===== src/rtl/msix_pkg.sv =====
package msix_pkg;
   localparam int MAX_VEC   = 32;
   localparam int CNT_W     = 6;
   localparam int SLOT_B    = 16;

   typedef enum logic [1:0] {
      WSEL_ADDR_LO = 2'd0,
      WSEL_ADDR_HI = 2'd1,
      WSEL_DATA    = 2'd2,
      WSEL_CTRL    = 2'd3
   } word_sel_e;

   typedef struct packed {
      logic [31:0] addr_lo;
      logic [31:0] addr_hi;
      logic [31:0] data;
      logic        mask;
   } slot_t;
endpackage


===== src/rtl/msix_regs.sv =====
module msix_regs
   import msix_pkg::*;
#(
   parameter int NUM_VEC = 8,
   parameter int AW      = 12
) (
   input  logic                 clk,
   input  logic                 rst_n,
   input  logic                 bring_up,
   input  logic                 reg_req,
   input  logic                 reg_we,
   input  logic [AW-1:0]        reg_addr,
   input  logic [3:0]           reg_be,
   input  logic [31:0]          reg_wdata,
   output logic [31:0]          reg_rdata,
   output logic                 reg_ack,
   output logic                 reg_err,
   input  logic                 ctl_wr,
   input  logic                 ctl_enable_d,
   input  logic                 ctl_maskall_d,
   output logic                 fn_enable,
   output logic                 fn_maskall,
   input  logic [NUM_VEC-1:0]   pba,
   output slot_t [NUM_VEC-1:0]  slots,
   output logic [NUM_VEC-1:0]   eff_mask
);
   localparam int IDX_W = AW - 5;
   localparam int PDW_W = AW - 3;

   logic              full_dw;
   logic              in_pba;
   logic [IDX_W-1:0]  slot_idx;
   logic [PDW_W-1:0]  pba_dw;
   word_sel_e         wsel;
   logic              wr_hit;
   logic [31:0]       rd_val;
   logic [31:0]       pba32;
   logic [NUM_VEC-1:0] own_mask;

   generate
      if (NUM_VEC < 1 || NUM_VEC > MAX_VEC) begin : g_bad_vec
         $error("NUM_VEC must be 1..32");
      end
      if (AW != 12) begin : g_bad_aw
         $error("window is 4 KB, AW must be 12");
      end
   endgenerate

   assign full_dw  = (reg_be == 4'hF);
   assign in_pba   = reg_addr[AW-1];
   assign slot_idx = reg_addr[AW-2:4];
   assign pba_dw   = reg_addr[AW-2:2];
   assign wsel     = word_sel_e'(reg_addr[3:2]);
   assign wr_hit   = reg_req && reg_we && full_dw && !in_pba;

   generate
      for (genvar v = 0; v < NUM_VEC; v++) begin : g_slot
         always_ff @(posedge clk) begin
            if (!rst_n || bring_up) begin
               slots[v].addr_lo <= '0;
               slots[v].addr_hi <= '0;
               slots[v].data    <= '0;
               slots[v].mask    <= 1'b1;
            end else if (wr_hit && slot_idx == IDX_W'(v)) begin
               case (wsel)
                  WSEL_ADDR_LO: slots[v].addr_lo <= reg_wdata;
                  WSEL_ADDR_HI: slots[v].addr_hi <= reg_wdata;
                  WSEL_DATA:    slots[v].data    <= reg_wdata;
                  default:      slots[v].mask    <= reg_wdata[0];
               endcase
            end
         end
         assign own_mask[v] = slots[v].mask;
      end
   endgenerate

   assign eff_mask = own_mask | {NUM_VEC{fn_maskall}};

   always_ff @(posedge clk) begin
      if (!rst_n || bring_up) begin
         fn_enable  <= 1'b0;
         fn_maskall <= 1'b0;
      end else if (ctl_wr) begin
         fn_enable  <= ctl_enable_d;
         fn_maskall <= ctl_maskall_d;
      end
   end

   always_comb begin
      pba32 = '0;
      pba32[NUM_VEC-1:0] = pba;
   end

   always_comb begin
      rd_val = '0;
      if (in_pba) begin
         if (pba_dw == '0) rd_val = pba32;
      end else begin
         for (int v = 0; v < NUM_VEC; v++) begin
            if (slot_idx == IDX_W'(v)) begin
               case (wsel)
                  WSEL_ADDR_LO: rd_val = slots[v].addr_lo;
                  WSEL_ADDR_HI: rd_val = slots[v].addr_hi;
                  WSEL_DATA:    rd_val = slots[v].data;
                  default:      rd_val = {31'd0, slots[v].mask};
               endcase
            end
         end
      end
   end

   always_ff @(posedge clk) begin
      if (!rst_n) begin
         reg_ack   <= 1'b0;
         reg_err   <= 1'b0;
         reg_rdata <= '0;
      end else begin
         reg_ack   <= reg_req;
         reg_err   <= reg_req && !full_dw;
         reg_rdata <= (reg_req && !reg_we && full_dw) ? rd_val : '0;
      end
   end

   AST_NARROW_REJECT: assert property (@(posedge clk) disable iff (!rst_n)
      reg_req && reg_be != 4'hF |=> reg_ack && reg_err && reg_rdata == '0);
   AST_BRINGUP_MASKS: assert property (@(posedge clk) disable iff (!rst_n)
      bring_up |=> (&own_mask) && !fn_maskall && !fn_enable);
   AST_MASKALL_COVERS: assert property (@(posedge clk) disable iff (!rst_n)
      fn_maskall |-> (&eff_mask));
endmodule


===== src/rtl/msix_pend.sv =====
module msix_pend
   import msix_pkg::*;
#(
   parameter int NUM_VEC = 8
) (
   input  logic               clk,
   input  logic               rst_n,
   input  logic               bring_up,
   input  logic [NUM_VEC-1:0] irq_pulse,
   input  logic [NUM_VEC-1:0] vec_used,
   input  logic [CNT_W-1:0]   num_entries,
   input  logic [NUM_VEC-1:0] eff_mask,
   input  logic [NUM_VEC-1:0] take,
   output logic [NUM_VEC-1:0] pba,
   output logic [NUM_VEC-1:0] cand
);
   logic [NUM_VEC-1:0] fire;
   logic [NUM_VEC-1:0] ok;

   generate
      for (genvar v = 0; v < NUM_VEC; v++) begin : g_vec
         assign ok[v] = vec_used[v] && (CNT_W'(v) < num_entries);

         always_ff @(posedge clk) begin
            if (!rst_n || bring_up) begin
               pba[v]  <= 1'b0;
               fire[v] <= 1'b0;
            end else begin
               pba[v]  <= ok[v] && eff_mask[v] && (pba[v] || irq_pulse[v] || fire[v]);
               fire[v] <= ok[v] && !eff_mask[v] &&
                          ((fire[v] && !take[v]) || irq_pulse[v] || pba[v]);
            end
         end

         assign cand[v] = fire[v] && ok[v] && !eff_mask[v];

         AST_PBA_RETIRES: assert property (@(posedge clk) disable iff (!rst_n)
            pba[v] && !eff_mask[v] |=> !pba[v]);
         AST_UNUSED_CLEARS: assert property (@(posedge clk) disable iff (!rst_n)
            !ok[v] |=> !pba[v] && !cand[v]);
         AST_MASKED_LATCH: assert property (@(posedge clk) disable iff (!rst_n)
            irq_pulse[v] && ok[v] && eff_mask[v] && !bring_up |=> pba[v] || !eff_mask[v]);
      end
   endgenerate
endmodule


===== src/rtl/msix_out.sv =====
module msix_out
   import msix_pkg::*;
#(
   parameter int NUM_VEC = 8
) (
   input  logic                clk,
   input  logic                rst_n,
   input  logic                bring_up,
   input  logic [NUM_VEC-1:0]  cand,
   input  slot_t [NUM_VEC-1:0] slots,
   input  logic                msg_ready,
   output logic [NUM_VEC-1:0]  take,
   output logic                msg_valid,
   output logic [63:0]         msg_addr,
   output logic [31:0]         msg_data
);
   logic        can_load;
   logic [63:0] sel_addr;
   logic [31:0] sel_data;

   assign can_load = !msg_valid || msg_ready;
   assign take     = can_load ? (cand & (~cand + NUM_VEC'(1))) : '0;

   always_comb begin
      sel_addr = '0;
      sel_data = '0;
      for (int v = 0; v < NUM_VEC; v++) begin
         if (take[v]) begin
            sel_addr = {slots[v].addr_hi, slots[v].addr_lo};
            sel_data = slots[v].data;
         end
      end
   end

   always_ff @(posedge clk) begin
      if (!rst_n || bring_up) begin
         msg_valid <= 1'b0;
         msg_addr  <= '0;
         msg_data  <= '0;
      end else if (can_load) begin
         msg_valid <= |cand;
         msg_addr  <= sel_addr;
         msg_data  <= sel_data;
      end
   end

   AST_ONE_GRANT: assert property (@(posedge clk) disable iff (!rst_n)
      $onehot0(take));
   AST_HOLD_STALL: assert property (@(posedge clk) disable iff (!rst_n)
      msg_valid && !msg_ready && !bring_up |=> msg_valid && $stable(msg_addr) && $stable(msg_data));
endmodule


===== src/rtl/msix_vec_ctrl.sv =====
module msix_vec_ctrl
   import msix_pkg::*;
#(
   parameter int NUM_VEC = 8
) (
   input  logic               clk,
   input  logic               rst_n,
   input  logic               bring_up,
   input  logic               reg_req,
   input  logic               reg_we,
   input  logic [11:0]        reg_addr,
   input  logic [3:0]         reg_be,
   input  logic [31:0]        reg_wdata,
   output logic [31:0]        reg_rdata,
   output logic               reg_ack,
   output logic               reg_err,
   input  logic               ctl_wr,
   input  logic               ctl_enable_d,
   input  logic               ctl_maskall_d,
   output logic               fn_enable,
   output logic               fn_maskall,
   input  logic [5:0]         num_entries,
   input  logic [NUM_VEC-1:0] vec_used,
   input  logic [NUM_VEC-1:0] irq_pulse,
   output logic               msg_valid,
   input  logic               msg_ready,
   output logic [63:0]        msg_addr,
   output logic [31:0]        msg_data
);
   slot_t [NUM_VEC-1:0] slots;
   logic [NUM_VEC-1:0]  eff_mask;
   logic [NUM_VEC-1:0]  pba;
   logic [NUM_VEC-1:0]  cand;
   logic [NUM_VEC-1:0]  take;

   msix_regs #(.NUM_VEC(NUM_VEC), .AW(12)) u_regs (
      .clk(clk), .rst_n(rst_n), .bring_up(bring_up),
      .reg_req(reg_req), .reg_we(reg_we), .reg_addr(reg_addr), .reg_be(reg_be),
      .reg_wdata(reg_wdata), .reg_rdata(reg_rdata), .reg_ack(reg_ack), .reg_err(reg_err),
      .ctl_wr(ctl_wr), .ctl_enable_d(ctl_enable_d), .ctl_maskall_d(ctl_maskall_d),
      .fn_enable(fn_enable), .fn_maskall(fn_maskall),
      .pba(pba), .slots(slots), .eff_mask(eff_mask)
   );

   msix_pend #(.NUM_VEC(NUM_VEC)) u_pend (
      .clk(clk), .rst_n(rst_n), .bring_up(bring_up),
      .irq_pulse(irq_pulse), .vec_used(vec_used), .num_entries(num_entries),
      .eff_mask(eff_mask), .take(take), .pba(pba), .cand(cand)
   );

   msix_out #(.NUM_VEC(NUM_VEC)) u_out (
      .clk(clk), .rst_n(rst_n), .bring_up(bring_up),
      .cand(cand), .slots(slots), .msg_ready(msg_ready), .take(take),
      .msg_valid(msg_valid), .msg_addr(msg_addr), .msg_data(msg_data)
   );

   AST_ACK_NEXT: assert property (@(posedge clk) disable iff (!rst_n)
      reg_req |=> reg_ack);
endmodule


===== config.mk =====
export PLATFORM = sky130hd
export DESIGN_NAME = msix_vec_ctrl
export DESIGN_NICKNAME = d
export VERILOG_FILES = /design/src/rtl/msix_pkg.sv /design/src/rtl/msix_regs.sv /design/src/rtl/msix_pend.sv /design/src/rtl/msix_out.sv /design/src/rtl/msix_vec_ctrl.sv
export SDC_FILE = /design/constraint.sdc
export NUM_CORES = 2
export LEC_CHECK = 0
export ABC_AREA = 1
export CAP_MARGIN = 20
export CORE_MARGIN = 5
export CORE_UTILIZATION = 45
export CTS_CLUSTER_SIZE = 20
export DETAILED_ROUTE_END_ITERATION = 6
export PLACE_DENSITY = 0.7
export REMOVE_ABC_BUFFERS = 1
export SLEW_MARGIN = 5
export SYNTH_ARGS = -nofsm -noshare
export SYNTH_HDL_FRONTEND = slang
export SYNTH_SLANG_ARGS = --single-unit

===== constraint.sdc =====
create_clock -name clk -period 2.2 [get_ports clk]
set_clock_uncertainty 0.1 [all_clocks]
set_input_delay 0.44 -clock clk [delete_from_list [all_inputs] [get_ports clk]]
set_output_delay 0.44 -clock clk [all_outputs]
set_load 0.05 [all_outputs]

# Yosys cells after proc, flatten, opt, wreduce, memory -nomap -nowiden
# Cells that the tools add are included.
totals:
  register_bits: 925
  inputBits: 79
  output_inout_bits: 133
  elab_cells: 285
op_classes:
  n_addsub: 1
  n_lt_le_gt_ge: 8
  n_eq_ne: 10
  mux: 35
  n_bitwise: 4
  reduce_logical: 171
op_table:
  columns: ["op", "n"]
  rows:
  - ["32-bit case mux with 3 select lines", 8]
  - ["32-bit 2-to-1 mux", 17]
  - ["64-bit 2-to-1 mux", 8]
  - ["1-bit logical AND", 78]
  - ["2-bit AND reduction", 33]
  - ["1-bit logical OR", 34]
  - ["7-bit by 3-bit == test with 1-bit output (second input constant)", 4]
  - ["3-bit by 6-bit < comparator with 1-bit output (first input constant)", 4]
  - ["1-bit logical NOT", 21]
  - ["8-bit 2-to-1 mux", 2]
  - ["7-bit by 2-bit == test with 1-bit output (second input constant)", 2]
  - ["1-bit by 6-bit < comparator with 1-bit output (first input constant)", 2]
  - ["2-bit by 6-bit < comparator with 1-bit output (first input constant)", 2]
  - ["9-bit logical NOT", 1]
  - ["8-bit by 1-bit adder with 8-bit output (second input constant)", 1]
  - ["8-bit bitwise AND", 1]
  - ["8-bit inverter", 1]
  - ["8-bit bitwise OR", 1]
  - ["8-bit OR reduction", 1]
  - ["7-bit by 1-bit == test with 1-bit output (second input constant)", 1]
  - ["7-bit logical NOT", 1]
  - ["4-bit == test (second input constant)", 1]
  - ["3-bit OR reduction", 1]
  - ["2-bit by 1-bit == test with 1-bit output (second input constant)", 1]
  - ["other kinds (3)", 3]

# Logic depth before layout (Yosys ltp)
depth:
  ltp_word: 16
  ltp_mapped: 15
  mapped_depth_nobuf: 13

# Hierarchy
# From an unflattened synthesis, not the netlist that was laid out.
unflattened:
  cells_unflattened: 6877
  hier_area_um2: 45456.1
by_module_without_submodules:
  columns: ["module", "n_inst", "cells_per_inst", "area_each_um2", "seq_area_each_um2"]
  rows:
  - ["msix_regs", 1, 4743, 34350.4, 16255.6]
  - ["msix_out", 1, 1997, 10216.0, 1941.9]
  - ["msix_pend", 1, 137, 889.6, 320.3]

# Worst setup path before layout
# OpenSTA, ideal clock, no wires.
synth_timing:
  kind: "register to register"
  start: "reg u_out.msg_valid"
  end: "reg u_out.msg_data[21]"
  setup_time_ns: 0.109
  t_arrival_ns: 2.079
  t_required_ns: 1.991
  setup_slack_ns: -0.088
  stages_incl_launch_ff: 15
  path_buffers: 3
  synth_period_minus_slack_ns: 2.288
  path_cell_list: "dfxtp_1 -> inv_1 -> nor2_1 -> inv_1 -> buf_2 -> buf_2 -> clkbuf_1 -> nand4_1 -> nand2_1 -> inv_1 -> nand3_1 -> nor2_1 -> nand4_1 -> nand2_1 -> inv_1"
synth_between:
  elab_chain_cells: 11
synth_lines:
  columns: ["item", "line", "rtl"]
  rows:
  - ["start: declaration", "msix_out.sv:13", "output logic msg_valid,"]
  - ["start signal: assignment", "msix_out.sv:41", "msg_valid <= |cand;"]
  - ["1-bit logical NOT *", "msix_out.sv:21", "assign can_load = !msg_valid || msg_ready;"]
  - ["1-bit logical OR *", "msix_out.sv:21", null]
  - ["8-bit 2-to-1 mux", "msix_out.sv:22", "assign take = can_load ? (cand & (~cand + NUM_VEC'(1))) : '0;"]
  - ["32-bit 2-to-1 mux (8 in series)", "msix_out.sv:28", "if (take[v]) begin"]
  - ["end signal: assignment", "msix_out.sv:43", "msg_data <= sel_data;"]
  - ["end: declaration", "msix_out.sv:15", "output logic [31:0] msg_data"]
# Mark *: on every way between the ends. The rest lies on a longest branch, timed or not.
# A chain may end at the register's enable or synchronous reset.

# Worst setup path in the final report
layout_timing:
  start: "reg u_regs.fn_maskall"
  end: "reg u_out.msg_addr[16]"
layout_between:
  elab_chain_cells: 15
  word_cells_on_any_way: 29
  classes_between: "1 x add/sub; 9 x mux; 3 x bitwise; 16 x reduce/logical"
layout_lines:
  columns: ["item", "line", "rtl"]
  rows:
  - ["start: declaration", "msix_regs.sv:22", "output logic fn_maskall,"]
  - ["start signal: assignment", "msix_regs.sv:85", "fn_maskall <= ctl_maskall_d;"]
  - ["8-bit bitwise OR *", "msix_regs.sv:77", "assign eff_mask = own_mask | {NUM_VEC{fn_maskall}};"]
  - ["1-bit logical NOT", "msix_pend.sv:35", "assign cand[v] = fire[v] && ok[v] && !eff_mask[v];"]
  - ["1-bit logical AND", "msix_pend.sv:35", null]
  - ["8-bit inverter", "msix_out.sv:22", null]
  - ["8-bit by 1-bit adder with 8-bit output", "msix_out.sv:22", null]
  - ["8-bit bitwise AND *", "msix_out.sv:22", null]
  - ["8-bit 2-to-1 mux *", "msix_out.sv:22", null]
  - ["64-bit 2-to-1 mux (7 in series)", "msix_out.sv:28", null]
  - ["64-bit 2-to-1 mux *", "msix_out.sv:28", null]
  - ["end signal: assignment", "msix_out.sv:42", "msg_addr <= sel_addr;"]
  - ["end: declaration", "msix_out.sv:14", "output logic [63:0] msg_addr,"]
# Marked as above.

==> metrics list <==
- PnR Total Power: 36600 uW
- Clock transition at the register clock pins on the worst setup and hold paths after CTS: 60 ps
- Slew at the pin with the worst max-slew slack: 642 ps
- The final max-slew violation count was 0.
* Number of antenna violations at the first check in global routing: 4
- Summed over all failing endpoints, the final setup total negative slack is -85.9 ps.
* Mapped Cells: 6824
- Number of library cell types mapped by synthesis: 37
- Kind of cell with the highest combined delay on the critical path: simple AND/OR/NAND/NOR gates
- Wire length of the first global-routing pass: 270000 um
* Shortest period the worst path allows: ~2200 ps
- Post-synthesis sequential area ratio: between 40% and 50%
- Unrepaired setup endpoints after global routing: yes
- Pin placement for this block handled 212 I/O pins.
* Final Cycle Share: 101%
* Required time at the worst-slack endpoint: between 2000 and 3000 ps
* Synth Warn #: 0
* Final routed wire length divided by cell count: 21.4 um
* Worst supply voltage drop on vdd: 0.771 mV
- Total vias in the final route: 50269
- Antenna diode instance count: 0
* Peak per-stage delay on the critical path: about 410 ps
- Vertical die dimension: 329 um
* Overall routing resource usage: 31.2%
- Cells with a size suffix above 1 make up between 10% and 20% of the layout.
- From left edge to right edge, the die measures 329 um.
* CTS tree: built
- Die footprint: 0.108 mm^2
* Half-perimeter wire length after placement: around 120000 um
* Area of the core region: 0.101 mm^2
- Pin count of the biggest net entering global routing: around 110
- Across the run, the number of max-cap violations was 0.
* Failing checks: DRC, setup timing
- Along the worst path, the maximum fanout reaches 9.
- In this run the cell area of the synthesized design comes to approximately 0.046 mm^2.
- Per-cell via count in the routed design: 5.87
- Met1 Usage GRT: 40.9%
* Grt peak-use layer: met2
- Final weighted congestion of routability-driven global placement: 0.945
- Once detail routing completed, the nets flagged for antenna violations numbered 0.
* Worst setup margin: -19.9 ps
* Final global-route overflow total: 0
* Mean instance size in the synthesized netlist: between 6 and 7 um^2
- After synthesis, the cell types taking the most area are dfxtp_1 40%, o21ai_0 11%, inv_1 9.5%.
- The worst setup path is launched from a register.
- Slew margin rel.: 57.2%
* Flip-flop and latch count after synthesis: a little over 900
* Iteration-0 DRC count of the detailed router: 6336
* Ordered cell list for the critical path: nor2_4 -> nand4_4 -> buf_6 -> buf_12 -> buf_16 -> buf_16 -> nand4_1 -> nand2_1 -> inv_1 -> nand3_2 -> nor2_2 -> nand4_1 -> nand2_1 -> inv_1
- The placed instances occupy a cell area of 0.0533 mm^2.
- Crit Path Class: register to register
* Number of setup violations in the final report: 7
- Counting every sink on the clock net gives 925.
- Starting utilization of the core area: between 40% and 50%
- The floorplan has 117 rows.
- Leak Pwr: 0.0229 uW
- Global-route track usage on met2: 49.9%
- Final hold violation count: 0
- Port Buffers: 209
* F_max: between 400 and 500 MHz
- Clk Latency, worst-skew pair: between 700 and 800 ps
* CP max-delay cell: dfxtp_4
- H-tree depth reported by CTS: 3
- In this run the power density over the cells is 627 mW/mm^2.
- dfxtp_1 takes more of the synthesized area than any other cell.
- Tightest Hold Check Type: input pin to register
- TritonRoute pass-1 iters: 7
- Root buffer cell: clkbuf_16
- Fraction of post-synthesis cell area in the top cell type by area: 40.5%
* Status: complete, but fails checks
- Met3 track demand over resource: 5.88%
- The finished cells cover 0.0583 mm^2.
- Post-place setup slack: -733 ps
* TritonCTS buffer count: 102
- Compared with the post-synthesis result, the final layout area differs by 27.4%.
- Together, buffers and inverters on the worst path number 6.
- Number of nets at the end of the flow: 7188
- The longest clock path from root to sink contains 3 buffers.
* Drt drc: 2
* Vias in the first global route: ~46000
- Endpoint type of the worst setup path: register
- Critical Path AT: between 2000 and 3000 ps
- Wires add up to between 150000 and 200000 um.
-- kinds of logic after synthesis --
group | count (synthesis) | share of synthesized area (%)
AO/OA/AOI/OAI | 2120 | 24.4
buffers and inverters | 1779 | 14.9
AND/OR/NAND/NOR | 2000 | 20.2
flip-flops | 925 | 40.5
-- state kept, by name, summed over array words and instances (netlist names) --
register,flops
u_out.msg_addr,64
u_out.msg_data,32
u_out.msg_valid,1
u_pend.fire,8
u_pend.pba,8
u_regs.fn_enable,1
u_regs.fn_maskall,1
u_regs.reg_ack,1
u_regs.reg_err,1
u_regs.reg_rdata,32
u_regs.slots,776
-- metal layers --
layer | up-vias | share of wire, %
li1 | 23288 | -
met1 | 23327 | 39
met2 | 2989 | 44
met3 | 659 | 11
met4 | 6 | 6.1
met5 | - | 0.019
-- power breakdown --
part	leakage [uW]	switching [uW]	internal (uW)
Combinational	0.0137	1200	683
Sequential	0.00745	7.76	16800
Clock	0.00172	7360	10600
-- Yosys cell counts (all sizes together) --
cell,count
o31ai,3
nand4,329
a221oi,1
nor3,47
o22ai,193
o21ai,1048
buf,142
inv,1167
or2,3
o221ai,62
dfxtp,925
o211ai,2
clkinv,3
a2111oi,1
a21oi,787
a311oi,2
nor4,10
nand2,533
nand3,559
nor2,518
clkbuf,467
o2111ai,3
o21a,16
nor3b,1
o311ai,2
-- final cells by class --
type | count | area [um^2]
multi-input combinational | 4120 | 21000
tap | 1368 | 1710
clock inverter | 31 | 395
sequential | 925 | 18500
clock buffer | 154 | 3080
timing repair buffer | 790 | 9150
fill | 9275 | 43100
inverter | 1170 | 4420
-- cell usage in the layout, fill, tap and decap left out, types with 7 or more instances in the layout --
cell type        netlist  final
inv_1               1161   1147
o21ai_0             1048   1042
dfxtp_1              925    923
a21oi_1              787    785
nand2_1              531    522
nand3_1              552    496
nor2_1               507    454
buf_4                 17    365
nand4_1              328    328
o22ai_1              193    193
buf_12                 0    168
clkbuf_16              0    122
dlygate4sd2_1          0    112
clkdlybuf4s50_1        0     69
o221ai_1              62     62
nand3_2                7     61
nor3_1                45     43
nor2_2                 9     39
clkbuf_8               0     31
nor2_4                 2     25
buf_6                  0     21
clkbuf_1             467     20
clkinv_2               1     17
o21a_1                16     16
inv_2                  6     15
buf_16                 0     15
nor4_1                 9      9
bufinv_16              0      8
dlymetal6s2s_1         0      7
-- final timing paths --
| kind | start | endpoint | slack [ps] | cells past startpoint |
|---|---|---|---|---|
| setup / recovery | u_regs.fn_maskall$_SDFFE_PP0P_ | u_out.msg_addr[16]$_SDFFE_PP0N_ | -20 | 14 |
| hold / removal | num_entries[1] | u_pend.pba[2]$_SDFF_PP0_ | 190 | 5 |
| setup reg to reg | u_regs.fn_maskall$_SDFFE_PP0P_ | u_out.msg_addr[16]$_SDFFE_PP0N_ | -20 | 14 |
| hold reg to reg | u_regs.slots[382]$_SDFFE_PP0P_ | u_regs.slots[382]$_SDFFE_PP0P_ | 360 | 2 |
-- metrics by stage --
stage,hold slack [ps],instances,utilization [%]
global route,203,8558,57.5
CTS,182,8522,56.4
detailed placement,352,8306,52.5
global placement,344,8306,52.5
finish,186,8558,57.5
floorplan,336,6215,-
-- tightest hold or removal path, stage by stage --
cell and delay, ps:
dlymetal6s2s_1 150, nand2_1 100, nand3_2 100, nand2_1 80
nor4_1 50
-- repair_timing --
item | 4_1_cts | 5_1_grt
endpoints found under the hold margin | 0 | 0
pin swaps | 24 | 69
hold buffers | 0 | 0
buffers inserted | 25 | 13
setup endpoints to repair | 213 | 199
cloned | 6 | 23
resized for setup | 187 | 149
(Power assumes the default switching activity.)
